[src/rtl/dsirq_pkg.sv]
package dsirq_pkg;

    localparam int CNT_W_DEF   = 8;
    localparam int PRE_W_DEF   = 2;
    localparam int LOW_MIN_DEF = 8;
    localparam int DLY_CPU_DEF = 1;
    localparam int DLY_A12_DEF = 3;

    typedef enum logic {
        SRC_A12 = 1'b0,
        SRC_CPU = 1'b1
    } src_e;

    typedef struct packed {
        logic set_reload;
        logic set_mode;
        logic ack;
        logic arm;
    } wr_stb_t;

    function automatic int imax(input int a, input int b);
        return (a > b) ? a : b;
    endfunction

endpackage

[src/rtl/dsirq_prescaler.sv]
module dsirq_prescaler #(
    parameter int PRE_W = dsirq_pkg::PRE_W_DEF
) (
    input  logic clk,
    input  logic rst,
    input  logic cpu_ce,
    input  logic active,
    input  logic clear,
    output logic tick
);
    logic [PRE_W-1:0] pre_q;

    // A tick marks the step where the prescaler wraps back to zero
    assign tick = active && cpu_ce && (pre_q == '1);

    always_ff @(posedge clk) begin
        if (rst) begin
            pre_q <= '0;
        end else if (clear) begin
            pre_q <= '0;
        end else if (active && cpu_ce) begin
            pre_q <= pre_q + PRE_W'(1);
        end
    end

    assert_prescaler_wrap_R6: assert property (@(posedge clk) disable iff (rst)
        tick |=> (pre_q == '0));

    assert_prescaler_idle_R13: assert property (@(posedge clk) disable iff (rst)
        (!active && !clear) |=> $stable(pre_q));

endmodule

[src/rtl/dsirq_a12_filter.sv]
module dsirq_a12_filter #(
    parameter int LOW_MIN = dsirq_pkg::LOW_MIN_DEF
) (
    input  logic clk,
    input  logic rst,
    input  logic vid_ce,
    input  logic vid_a12,
    output logic edge_ok
);
    localparam int LOW_W = $clog2(LOW_MIN + 2);
    localparam logic [LOW_W-1:0] LOW_SAT = '1;

    logic [LOW_W-1:0] low_q;

    assign edge_ok = vid_ce && vid_a12 && (low_q > LOW_W'(LOW_MIN));

    always_ff @(posedge clk) begin
        if (rst) begin
            low_q <= '0;
        end else if (vid_ce) begin
            if (vid_a12) begin
                low_q <= '0;
            end else if (low_q != LOW_SAT) begin
                low_q <= low_q + LOW_W'(1);
            end
        end
    end

    assert_low_saturates_R9: assert property (@(posedge clk) disable iff (rst)
        (vid_ce && !vid_a12 && low_q == LOW_SAT) |=> (low_q == LOW_SAT));

    assert_high_clears_low_R8: assert property (@(posedge clk) disable iff (rst)
        (vid_ce && vid_a12) |=> (low_q == '0));

    assert_gap_holds_low_R8: assert property (@(posedge clk) disable iff (rst)
        !vid_ce |=> $stable(low_q));

endmodule

[src/rtl/dsirq_counter.sv]
module dsirq_counter
    import dsirq_pkg::*;
#(
    parameter int CNT_W = CNT_W_DEF
) (
    input  logic             clk,
    input  logic             rst,
    input  logic             cnt_clk,
    input  logic             set_reload,
    input  logic             set_mode,
    input  logic [CNT_W-1:0] data,
    output src_e             src,
    output logic             load,
    output logic             zero_hit
);
    logic [CNT_W-1:0] cnt_q;
    logic [CNT_W-1:0] reload_q;
    logic             pend_q;
    src_e             src_q;
    logic             at_zero;
    logic [CNT_W-1:0] reload_p1;

    assign at_zero   = (cnt_q == '0);
    assign reload_p1 = reload_q + CNT_W'(1);
    assign load      = cnt_clk && (pend_q || at_zero);
    assign zero_hit  = cnt_clk && !pend_q && (cnt_q == CNT_W'(1));
    assign src       = src_q;

    always_ff @(posedge clk) begin
        if (rst) begin
            cnt_q    <= '0;
            reload_q <= '0;
            pend_q   <= 1'b0;
            src_q    <= SRC_A12;
        end else begin
            if (cnt_clk) begin
                if (pend_q) begin
                    cnt_q  <= reload_p1;
                    pend_q <= 1'b0;
                end else if (at_zero) begin
                    cnt_q <= reload_q;
                end else begin
                    cnt_q <= cnt_q - CNT_W'(1);
                end
            end
            if (set_reload) begin
                reload_q <= data;
            end
            if (set_mode) begin
                src_q  <= src_e'(data[0]);
                pend_q <= 1'b1;
            end
        end
    end

    assert_pending_clears_R3: assert property (@(posedge clk) disable iff (rst)
        (pend_q && cnt_clk && !set_mode) |=> !pend_q);

    assert_mode_arms_R2: assert property (@(posedge clk) disable iff (rst)
        set_mode |=> pend_q);

    assert_zero_reloads_R4: assert property (@(posedge clk) disable iff (rst)
        (cnt_clk && !pend_q && at_zero) |=> (cnt_q == $past(reload_q)));

    assert_hold_without_event_R13: assert property (@(posedge clk) disable iff (rst)
        !cnt_clk |=> $stable(cnt_q));

endmodule

[src/rtl/dsirq_irq_delay.sv]
module dsirq_irq_delay #(
    parameter int DLY_W = 2
) (
    input  logic             clk,
    input  logic             rst,
    input  logic             cpu_ce,
    input  logic             zero_hit,
    input  logic [DLY_W-1:0] sched_len,
    input  logic             arm,
    input  logic             ack,
    output logic             irq
);
    logic             en_q;
    logic             irq_q;
    logic [DLY_W-1:0] dly_q;
    logic             sched;

    assign sched = zero_hit && en_q;
    assign irq   = irq_q;

    always_ff @(posedge clk) begin
        if (rst) begin
            en_q  <= 1'b0;
            irq_q <= 1'b0;
            dly_q <= '0;
        end else if (ack) begin
            en_q  <= 1'b0;
            irq_q <= 1'b0;
            dly_q <= '0;
        end else begin
            if (arm) begin
                en_q <= 1'b1;
            end
            if (sched) begin
                dly_q <= sched_len;
            end else if (cpu_ce && dly_q != '0) begin
                dly_q <= dly_q - DLY_W'(1);
                if (dly_q == DLY_W'(1)) begin
                    irq_q <= 1'b1;
                end
            end
        end
    end

    assert_rise_on_cpu_ce_R7: assert property (@(posedge clk) disable iff (rst)
        $rose(irq_q) |-> $past(cpu_ce));

    assert_ack_drops_irq_R10: assert property (@(posedge clk) disable iff (rst)
        ack |=> !irq_q);

    assert_irq_sticky_R12: assert property (@(posedge clk) disable iff (rst)
        (irq_q && !ack) |=> irq_q);

    assert_arm_keeps_irq_R11: assert property (@(posedge clk) disable iff (rst)
        (irq_q && arm && !ack) |=> irq_q);

endmodule

[src/rtl/dual_src_irq_counter.sv]
module dual_src_irq_counter
    import dsirq_pkg::*;
#(
    parameter int CNT_W   = CNT_W_DEF,
    parameter int PRE_W   = PRE_W_DEF,
    parameter int LOW_MIN = LOW_MIN_DEF,
    parameter int DLY_CPU = DLY_CPU_DEF,
    parameter int DLY_A12 = DLY_A12_DEF
) (
    input  logic             clk,
    input  logic             rst,
    input  logic             cpu_ce,
    input  logic             vid_ce,
    input  logic             vid_a12,
    input  logic             wr_reload,
    input  logic             wr_mode,
    input  logic             wr_disable,
    input  logic             wr_enable,
    input  logic [CNT_W-1:0] wr_data,
    output logic             irq
);
    localparam int DLY_W = $clog2(imax(DLY_CPU, DLY_A12) + 1);

    wr_stb_t          stb;
    src_e             src;
    logic             pre_tick;
    logic             a12_ok;
    logic             cnt_clk;
    logic             load;
    logic             zero_hit;
    logic [DLY_W-1:0] sched_len;

    assign stb = '{set_reload: wr_reload, set_mode: wr_mode,
                   ack: wr_disable, arm: wr_enable};

    dsirq_prescaler #(.PRE_W(PRE_W)) u_pre (
        .clk    (clk),
        .rst    (rst),
        .cpu_ce (cpu_ce),
        .active (src == SRC_CPU),
        .clear  (load),
        .tick   (pre_tick)
    );

    dsirq_a12_filter #(.LOW_MIN(LOW_MIN)) u_filt (
        .clk     (clk),
        .rst     (rst),
        .vid_ce  (vid_ce),
        .vid_a12 (vid_a12),
        .edge_ok (a12_ok)
    );

    // Only the selected source produces counter events
    assign cnt_clk   = pre_tick || (a12_ok && src == SRC_A12);
    assign sched_len = (src == SRC_CPU) ? DLY_W'(DLY_CPU) : DLY_W'(DLY_A12);

    dsirq_counter #(.CNT_W(CNT_W)) u_cnt (
        .clk        (clk),
        .rst        (rst),
        .cnt_clk    (cnt_clk),
        .set_reload (stb.set_reload),
        .set_mode   (stb.set_mode),
        .data       (wr_data),
        .src        (src),
        .load       (load),
        .zero_hit   (zero_hit)
    );

    dsirq_irq_delay #(.DLY_W(DLY_W)) u_dly (
        .clk       (clk),
        .rst       (rst),
        .cpu_ce    (cpu_ce),
        .zero_hit  (zero_hit),
        .sched_len (sched_len),
        .arm       (stb.arm),
        .ack       (stb.ack),
        .irq       (irq)
    );

    assert_cpu_src_ignores_a12_R13: assert property (@(posedge clk) disable iff (rst)
        (src == SRC_CPU && !cpu_ce) |-> !cnt_clk);

    assert_reset_irq_low_R1: assert property (@(posedge clk)
        rst |=> !irq);

endmodule

[config.mk]
export PLATFORM = sky130hd
export DESIGN_NAME = dual_src_irq_counter
export DESIGN_NICKNAME = d
export VERILOG_FILES = /design/src/rtl/dsirq_pkg.sv /design/src/rtl/dsirq_prescaler.sv /design/src/rtl/dsirq_a12_filter.sv /design/src/rtl/dsirq_counter.sv /design/src/rtl/dsirq_irq_delay.sv /design/src/rtl/dual_src_irq_counter.sv
export SDC_FILE = /design/constraint.sdc
export NUM_CORES = 1
export LEC_CHECK = 0
export BUFFER_PORTS_ARGS = -buffer_cell sky130_fd_sc_hd__buf_2
export CAP_MARGIN = 20
export CELL_PAD_IN_SITES_DETAIL_PLACEMENT = 1
export CELL_PAD_IN_SITES_GLOBAL_PLACEMENT = 2
export CORE_AREA = 10 10 91 73
export DETAILED_ROUTE_END_ITERATION = 10
export DIE_AREA = 0 0 101 83
export MAX_ROUTING_LAYER = met4
export PLACE_DENSITY = 0.75
export SLEW_MARGIN = 20
export SYNTH_ARGS = -nofsm -noshare
export SYNTH_HDL_FRONTEND = slang
export SYNTH_SLANG_ARGS = --single-unit
[constraint.sdc]
create_clock -name clk -period 2.4 [get_ports clk]
set_input_delay 0.48 -clock clk [delete_from_list [all_inputs] [get_ports clk]]
set_output_delay 0.48 -clock clk [all_outputs]
set_load 0.02 [all_outputs]
==> Word level (Yosys, flattened, before mapping) <==
Cells that the tools add are included.
{ "totals": {"ff_bits": 28, "inputBits": 17, "output_inout_bits": 1, "wordCells": 52} }
{ "classes": {"add_sub_neg": 5, "order_cmp": 1, "eq_ne": 4, "n_mux": 9, "bitwise_logic": 2, "n_reduce_logical": 22} }
{ "ops": {"columns": ["operator", "n"], "rows": [
  ["two-way mux 8 bit", 2],
  ["logical AND 1 bit", 10],
  ["adder 8 x 1 -> 8 bit, second input constant", 1],
  ["equality test 8 x 1 -> 1 bit, second input constant", 1],
  ["logical NOT 8 bit", 1],
  ["two-way mux 4 bit", 2],
  ["nonzero test 2 bit", 4],
  ["subtractor 8 x 1 -> 8 bit, second input constant", 1],
  ["two-way mux 2 bit", 3],
  ["adder 4 x 1 -> 4 bit, second input constant", 1],
  ["greater-than comparator 4 bit, second input constant", 1],
  ["!= test 4 bit, second input constant", 1],
  ["OR reduction 2 bit", 2],
  ["AND reduction 3 bit", 1],
  ["adder 2 x 1 -> 2 bit, second input constant", 1],
  ["equality test 2 x 1 -> 1 bit, second input constant", 1],
  ["equality test 2 bit, second input constant", 1],
  ["logical OR 1 bit", 2],
  ["two-way mux 1 bit", 2],
  ["NOT 1 bit", 2],
  ["AND reduction 2 bit", 1],
  ["subtractor 2 x 1 -> 2 bit, second input constant", 1],
  ["logical NOT 1 bit", 1]
]} }

==> Depth between registers and ports, before layout <==
Gate-level depths: netlist (run 1).
{ "depth": {"ltp_word": 9, "ltp_mapped": 7, "ltp_nobuf": 6} }

==> Cells and area by module <==
A second synthesis (run 1) with hierarchy kept.
{ "unflattened": {"cells_unflattened": 206, "area_unflattened_um2": 1766.7} }
{ "by_module_without_submodules": {"columns": ["module", "instances", "cells_each", "area_each_um2", "seq_area_each_um2"], "rows": [
  ["dsirq_counter", 1, 143, 1192.4, 360.3],
  ["dsirq_a12_filter", 1, 29, 244.0, 80.1],
  ["dsirq_irq_delay", 1, 21, 197.7, 80.1],
  ["dsirq_prescaler", 1, 10, 117.6, 40.0],
  ["dual_src_irq_counter", 1, 3, 15.0, 0.0]
]} }

==> Least setup slack after synthesis (run 1) <==
No wires, ideal clock.
{ "synth_timing": {"path_type": "reg2reg", "startpoint": "register u_cnt.cnt_q[0]", "endpoint": "register u_cnt.cnt_q[7]", "setup_ps": 91, "arrival_time_ps": 1717, "slack_ps": 592, "stages_incl_launch_ff": 7, "n_path_buf": 0, "synth_period_minus_slack_ps": 1808, "cell_sequence": "dfxtp_1 -> inv_1 -> ha_1 -> or3_1 -> a2111oi_4 -> o21ai_1 -> a311oi_1"} }
{ "synth_between": {"elab_chain_len": 3, "elab_cells_between_ends": 4, "classes_between": "add/sub (1); mux (2); reduce/logical (1)"} }
{ "synth_lines": {"columns": ["element", "line_no", "rtl"], "rows": [
  ["start, declared", "dsirq_counter.sv:16", "logic [CNT_W-1:0] cnt_q;"],
  ["start signal, assigned", "dsirq_counter.sv:38", "cnt_q <= reload_p1;"],
  ["start signal, assigned", "dsirq_counter.sv:41", "cnt_q <= reload_q;"],
  ["start signal, assigned", "dsirq_counter.sv:43", "cnt_q <= cnt_q - CNT_W'(1);"],
  ["subtractor 8 x 1 -> 8 bit / logical NOT 8 bit (equally long branches)", "dsirq_counter.sv:43, dsirq_counter.sv:23", null],
  ["two-way mux 8 bit (*)", "dsirq_counter.sv:40", "end else if (at_zero) begin"],
  ["two-way mux 8 bit (*)", "dsirq_counter.sv:37", "if (pend_q) begin"]
]} }
Mark *: on every way between the ends. The rest lies on a longest branch, timed or not.
A chain may end at the register's enable or synchronous reset.

==> Worst setup path after layout (run 1) <==
{ "layout_timing": {"startpoint": "register u_cnt.cnt_q[1]", "endpoint": "register u_cnt.cnt_q[3]"} }
The elaborated chain is that of the path after synthesis.

==> flow_summary.json, run 1 <==
{
  "status": "finished clean",
  "die_h_um": 83,
  "crit_chain": "inv_1 -> ha_1 -> or3b_1 -> o21a_1 -> a32o_1 -> o41ai_2",
  "r2r_cells": 6,
  "ys_seq_area_share_pct": 33.9,
  "grt_pass1_vias": 1517,
  "crit_path_end_kind": "register",
  "period_needed_ns": 2.04,
  "p_int_mw": 0.745,
  "routed_via_density": 5.49,
  "cts_setup_buffers": 0,
  "synthAdderAreaFrac_pct": 6.82,
  "ys_top_cells_by_area": "dfxtp_1 (34%), ha_1 (6.8%), mux2i_1 (6.7%)",
  "hold_buffers": 0,
  "synth.most_common_cell": "dfxtp_1",
  "clk_path_buf_depth": 2,
  "comb_power_share_pct": 9.6,
  "power_density_nw_per_um2": 519,
  "vias": 1445,
  "maxCapViolations": 0,
  "rsz0062_at_grt": "no",
  "cts_resized": 0,
  "p_leak_nw": 0.726,
  "routabilityCongestion": 0.854,
  "r2r_end": "u_cnt.cnt_q[3]",
  "p_seq_share_pct": 51.1,
  "synth_common_cells": "dfxtp_1 (28), nor2_1 (26), mux2i_1 (11)",
  "wire_per_inst_um": 16.8,
  "syn_to_final_growth_pct": 13.3,
  "crit_path_top_delay_cell": "or3b_1",
  "num-nets-final": 230,
  "die_w_um": 101,
  "yosysTopAreaCellShare_pct": 33.9,
  "grt_pass1_wl_um": 7680,
  "drcViolationCount": 0,
  "cts.sinks": 28,
  "clkTransAtPathRegs_ns": 0.10,
  "synth_xor_area_share_pct": 3.71,
  "port_buffers": 17,
  "synth_simple_gate_area_share_pct": 24.9,
  "slew_headroom_pct": 68.5,
  "final_hold_viol_count": 0,
  "dieArea_um2": 8380,
  "synth_edf_count": 0,
  "fin_setup_tns_ns": 0,
  "grt_max_degree": 27,
  "swShare_pct": 23.2,
  "ys_seq_elements": 28,
  "hpwl_um": 3410,
  "dpl.cell_count": 259,
  "report.final.slew_viol_count": 0,
  "crit_type": "reg -> reg",
  "holdPathEnd": "u_dly.en_q",
  "crit_fanout": 6,
  "start_kind": "register",
  "worst_pin_slew_ns": 0.473,
  "root_buffer": "clkbuf_8",
  "synth_ff_type": "dfxtp_1",
  "fin_worst_skew_ns": 0.00386,
  "synth_top_family_by_area": "simple AND/OR/NAND/NOR gates",
  "synth_compound_area_share_pct": 19.4,
  "core_region_area_um2": 4820,
  "ys_warn_count": 0,
  "crit_arrival_ns": 2.22,
  "num_antenna_cells": 0,
  "clk_latency_ns": 0.28,
  "reg2reg_slack_ns": 0.36,
  "overflow": 0,
  "numCtsBuffers": 3,
  "rows": 22,
  "htree_levels": 1,
  "worst_ep_required_time_ns": 2.59,
  "clkPwrFrac_pct": 39.3,
  "p_sw_mw": 0.225,
  "grt.total_usage_pct": 11.1,
  "syn-cell-area_um2": 1650,
  "critPathMaxStageDelay_ns": 0.46,
  "synthCells": 186,
  "hp-class": "in -> reg",
  "dr.pass1.iters": 4,
  "worstHoldStart": "wr_enable",
  "drt_wl_total_um": 4430,
  "avgSynthCellArea_um2": 8.88,
  "vdd_ir_drop_max_v": 0.000369,
  "io_pins": 18,
  "max_freq_ghz": 0.491,
  "cts_tree": "done",
  "first_iter_violations": 93,
  "drtAntennaViolNets": 0,
  "muxShareOfSynthArea_pct": 7.35,
  "setup_violations": 0,
  "drive_gt1_share_pct": 16.3,
  "async_reset_ff_share_pct": 0,
  "instances_no_fill": 263,
  "initial_core_util_pct": 34.3,
  "fin_crit_sh_pct": 84.8,
  "holdPathStages": 3,
  "rr_startpoint": "u_cnt.cnt_q[1]",
  "yosys.area.top_type": "dfxtp_1",
  "synth_fp_nets": 212,
  "antenna_found_initial": 0,
  "ys_types": 50
}
-- state kept, by name, indices dropped and copies added (netlist names) --
signal	cells
u_cnt.cnt_q	8
u_cnt.reload_q	8
u_filt.low_q	4
u_dly.dly_q	2
u_pre.pre_q	2
u_cnt.pend_q	1
u_cnt.src	1
u_dly.en_q	1
u_dly.irq	1
-- logic make-up after synthesis --
group	count (synthesis)
buffers and inverters	15
AO/OA/AOI/OAI	41
multiplexers	12
adder cells (fa/ha/maj)	9
flip-flops	28
XOR/XNOR	7
AND/OR/NAND/NOR	74
-- per-stage QoR --
step           setup WS (ns)  power (mW)  hold slack (ns)  utilization (%)  cell area [um2]
5_1_grt                0.230        1.02            0.409             38.9             1870
4_1_cts                0.358       0.986            0.404             38.9             1870
2_1_floorplan          0.592       0.562            0.430                -             1650
3_5_place_dp           0.369       0.600            0.459             37.4             1800
6_report               0.364       0.971            0.404             38.9             1870
3_3_place_gp           0.501       0.596            0.446             37.4             1800
-- per-layer routing --
layer	part of all wire [%]	vias up	global-route usage, %
met4	0.36	0	1.89
met5	0	-	-
li1	-	719	-
met1	52	698	15.5
met3	3.8	2	2.65
met2	43	26	15.8
-- how the worst max path moves through the flow --
stage	slack [ns]	to	startpoint
2_1_floorplan	0.59	u_cnt.cnt_q[7]	u_cnt.cnt_q[0]
3_3_place_gp	0.50	u_cnt.cnt_q[7]	u_cnt.cnt_q[0]
3_5_place_dp	0.37	u_cnt.cnt_q[3]	u_cnt.cnt_q[1]
4_1_cts	0.36	u_cnt.cnt_q[3]	u_cnt.cnt_q[1]
5_1_grt	0.23	u_cnt.cnt_q[7]	u_cnt.cnt_q[0]
6_report	0.36	u_cnt.cnt_q[3]	u_cnt.cnt_q[1]
-- power groups by stage --
stage / clock network, mW / logic [mW] / registers (mW)
6_report: 0.381 / 0.0927 / 0.497
5_1_grt: 0.413 / 0.105 / 0.500
4_1_cts: 0.396 / 0.0936 / 0.497
3_5_place_dp: 0 / 0.0929 / 0.507
3_3_place_gp: 0 / 0.0889 / 0.507
2_1_floorplan: 0 / 0.0609 / 0.502
-- worst max-delay path, delay by kind of cell (launching register included) --
family | cells | cell delay [ns]
compound gates | 3 | 0.75
simple gates | 1 | 0.46
flops | 1 | 0.38
fa+ha+maj | 1 | 0.22
buf+inv | 1 | 0.14
-- area by class of cell --
| type | count | area (um2) |
|---|---|---|
| timing repair buffer | 20 | 108 |
| sequential | 28 | 561 |
| clock buffer | 3 | 41.3 |
| tap | 60 | 75.1 |
| multi-input combinational | 143 | 1030 |
| inverter | 8 | 30.0 |
| fill | 579 | 2950 |
| clock inverter | 1 | 30.0 |
-- placed cells by master, fill, tap and decap left out, types with 3 or more instances in the layout --
cell type  instances
nand4b_1           4
dfxtp_1           28
or3_1              3
nand3b_1           4
a211oi_1           5
buf_2             17
xnor2_1            4
inv_1              8
nand3_1            5
clkbuf_8           3
a21oi_1            6
xor2_1             3
buf_4              3
nor2b_1            3
mux2i_1           11
nand4_1            3
o21a_1             4
nand2_1            8
and3_1             3
nor2_1            26
o21ai_0            6
nor3_1             4
ha_1               9
(Power assumes the default switching activity.)
==> run 2, diff against run 1 <==
- ABC_AREA: not set -> 1
- CORE_AREA: 10 10 91 73 -> 10 10 95 76
- DIE_AREA: 0 0 101 83 -> 0 0 105 86
- PLACE_DENSITY: 0.75 -> 0.76
- clock period: 2.4 -> 2.1 ns (I/O delays scaled with it)
==> run 2 against run 1 <==
  * Final cell count increased by 30%
  * First-iteration DRC count decreased by 57%
  * Global-route usage decreased by 0.91 points
  * Via count increased by 6.9%
  * Critical path depth increased by 1
  * Total power increased by 14%
  * Clock skew increased by 0.0035 ns
  * Synthesized cell count increased by 33%
  * Worst setup slack improved by 0.18 ns
  * Sequential share of layout area decreased by 0.63 points
==> flow_summary.json, run 2 <==
{
  "grt.total_usage_pct": 10.1,
  "root_buffer": "clkbuf_8",
  "avgSynthCellArea_um2": 6.70,
  "synthCells": 247,
  "setup_violations": 0,
  "synth.most_common_cell": "nand2_1",
  "nFillCells": 728,
  "grt_pass1_wl_um": 7560,
  "ys_types": 26,
  "fin_worst_skew_ns": 0.00738,
  "worst_pin_slew_ns": 0.497,
  "critPathMaxStageDelay_ns": 0.38,
  "holdWs_ns": 0.347,
  "critPathMostFrequentCell": "nand2_1",
  "cts_resized": 0,
  "layout_commonest_cell": "nand2_1",
  "async_reset_ff_share_pct": 0,
  "initial_core_util_pct": 31.3,
  "final_hold_viol_count": 0,
  "max_freq_ghz": 0.643,
  "clk_latency_ns": 0.29,
  "grt_max_degree": 17,
  "worst_ep_required_time_ns": 2.31,
  "htree_levels": 1,
  "rows": 23,
  "grt_pass1_vias": 1576,
  "cts_setup_buffers": 0,
  "drt_wl_total_um": 4270,
  "dr.pass1.iters": 4,
  "crit_type": "reg -> reg",
  "yosys.area.top_type": "dfxtp_1",
  "yosysTopAreaCellShare_pct": 33.9,
  "power_density_nw_per_um2": 578,
  "io_pins": 18,
  "die_w_um": 105,
  "crit_fanout": 5,
  "maxCapViolations": 0,
  "cts.sinks": 28,
  "rr_startpoint": "u_filt.low_q[0]",
  "ff_latch_area_um2": 561,
  "instances_no_fill": 342,
  "cp.buffers_inverters": 1,
  "start_kind": "register",
  "routabilityCongestion": 0.760,
  "numCtsBuffers": 3,
  "wire_per_inst_um": 12.5,
  "antenna_found_initial": 0,
  "report.final.slew_viol_count": 0,
  "slew_headroom_pct": 66.7,
  "routed_via_density": 4.52,
  "synth_fp_nets": 273,
  "dieArea_um2": 9030,
  "worstHoldStart": "rst",
  "dpl.cell_count": 338,
  "hp-class": "in -> reg",
  "crit_arrival_ns": 1.76,
  "vias": 1545,
  "final_cell_mix": "nand2_1 (45), inv_1 (36), nor2_1 (34)",
  "cts_tree": "done",
  "num_antenna_cells": 0,
  "num-nets-final": 294,
  "p_leak_nw": 0.911,
  "hold_buffers": 0,
  "crit_chain": "ha_1 -> nand2_1 -> inv_1 -> a31oi_1 -> nand2_1 -> nand2_1 -> nor3b_1",
  "drive_gt1_share_pct": 12.0,
  "vdd_ir_drop_max_v": 0.000208,
  "final_cell_area_um2": 1910,
  "multi_input_area_um2": 935,
  "ys_top_cells_by_area": "dfxtp_1 (34%), nand2_1 (10%), inv_1 (8.2%)",
  "drtAntennaViolNets": 0,
  "crit_path_top_delay_cell": "a31oi_1",
  "synth_common_cells": "nand2_1 (45), inv_1 (36), nor2_1 (34)",
  "drcViolationCount": 0,
  "first_iter_violations": 40,
  "synth_ff_type": "dfxtp_1",
  "ys_seq_elements": 28,
  "ys_warn_count": 0,
  "place_area_um2": 1840,
  "fin_setup_tns_ns": 0,
  "period_needed_ns": 1.56,
  "ys_seq_area_share_pct": 33.9,
  "core_region_area_um2": 5300,
  "port_buffers": 17,
  "status": "finished clean",
  "hpwl_um": 3550,
  "crit_path_end_kind": "register",
  "cp-startpoint": "u_filt.low_q[0]",
  "synth_edf_count": 0,
  "clk_path_buf_depth": 2,
  "path_delay_family": "simple AND/OR/NAND/NOR gates",
  "die_h_um": 86,
  "clkTransAtPathRegs_ns": 0.10,
  "overflow": 0,
  "fin_crit_sh_pct": 74.1,
  "syn_to_final_growth_pct": 15.5,
  "top_regs": "u_cnt.cnt_q (8), u_cnt.reload_q (8), u_filt.low_q (4)",
  "rsz0062_at_grt": "no",
  "syn-cell-area_um2": 1660
}
## run 2: cell count changes after synthesis, sizes merged, moves of 11 or more
cell	change
a21oi	+17
o21ai	+15
nor2	+12
nand3	+19
inv	+29
nand2	+39
mux2i	-11
## run 2: worst paths after layout
check | end | slack (ns) | cells after the start
hold / removal | u_filt.low_q[1] | 0.35 | 2
setup reg to reg | u_filt.low_q[3] | 0.54 | 7
setup / recovery | u_filt.low_q[3] | 0.54 | 7
hold reg to reg | u_dly.irq | 0.45 | 2
## run 2: kinds of logic after synthesis
kind of cell               Yosys count  synth area share (%)
and+or+nand+nor                    115                  31.7
AOI/OAI and AO/OA                   51                  16.3
buffers and inverters               41                  9.67
DFF                                 28                  33.9
adders and majority gates            9                  6.80
xor gates and xnor gates             3                  1.59
## run 2: per-layer routing
metal | routed length (um) | vias to the layer above | GRT usage [%]
li1 | - | 839 | -
met1 | 2460 | 686 | 14.0
met2 | 1660 | 15 | 14.7
met3 | 120 | 5 | 2.39
met4 | 28 | 0 | 1.87
met5 | 0 | - | -
## run 2: power by group
group          switching (mW)  total [mW]  internal, mW
Combinational          0.0625       0.104        0.0417
Sequential             0.0184       0.567         0.549
Clock                   0.178       0.434         0.256
Total                   0.259        1.11         0.846
## run 2: metrics by stage
step                power, mW  setup WS, ns  util, %
global placement        0.684         0.568     34.8
CTS                      1.13         0.517     36.1
floorplan               0.640         0.794        -
detailed placement      0.685         0.551     34.8
finish                   1.11         0.544     36.1
global route             1.17         0.338     36.1
## run 2: layout make-up
cell class	count	share of cell area, %
clock inverter	1	1.57
clock buffer	3	2.16
sequential	28	29.3
timing repair buffer	20	5.63
multi-input combinational	178	48.9
tap	75	4.91
inverter	37	7.53
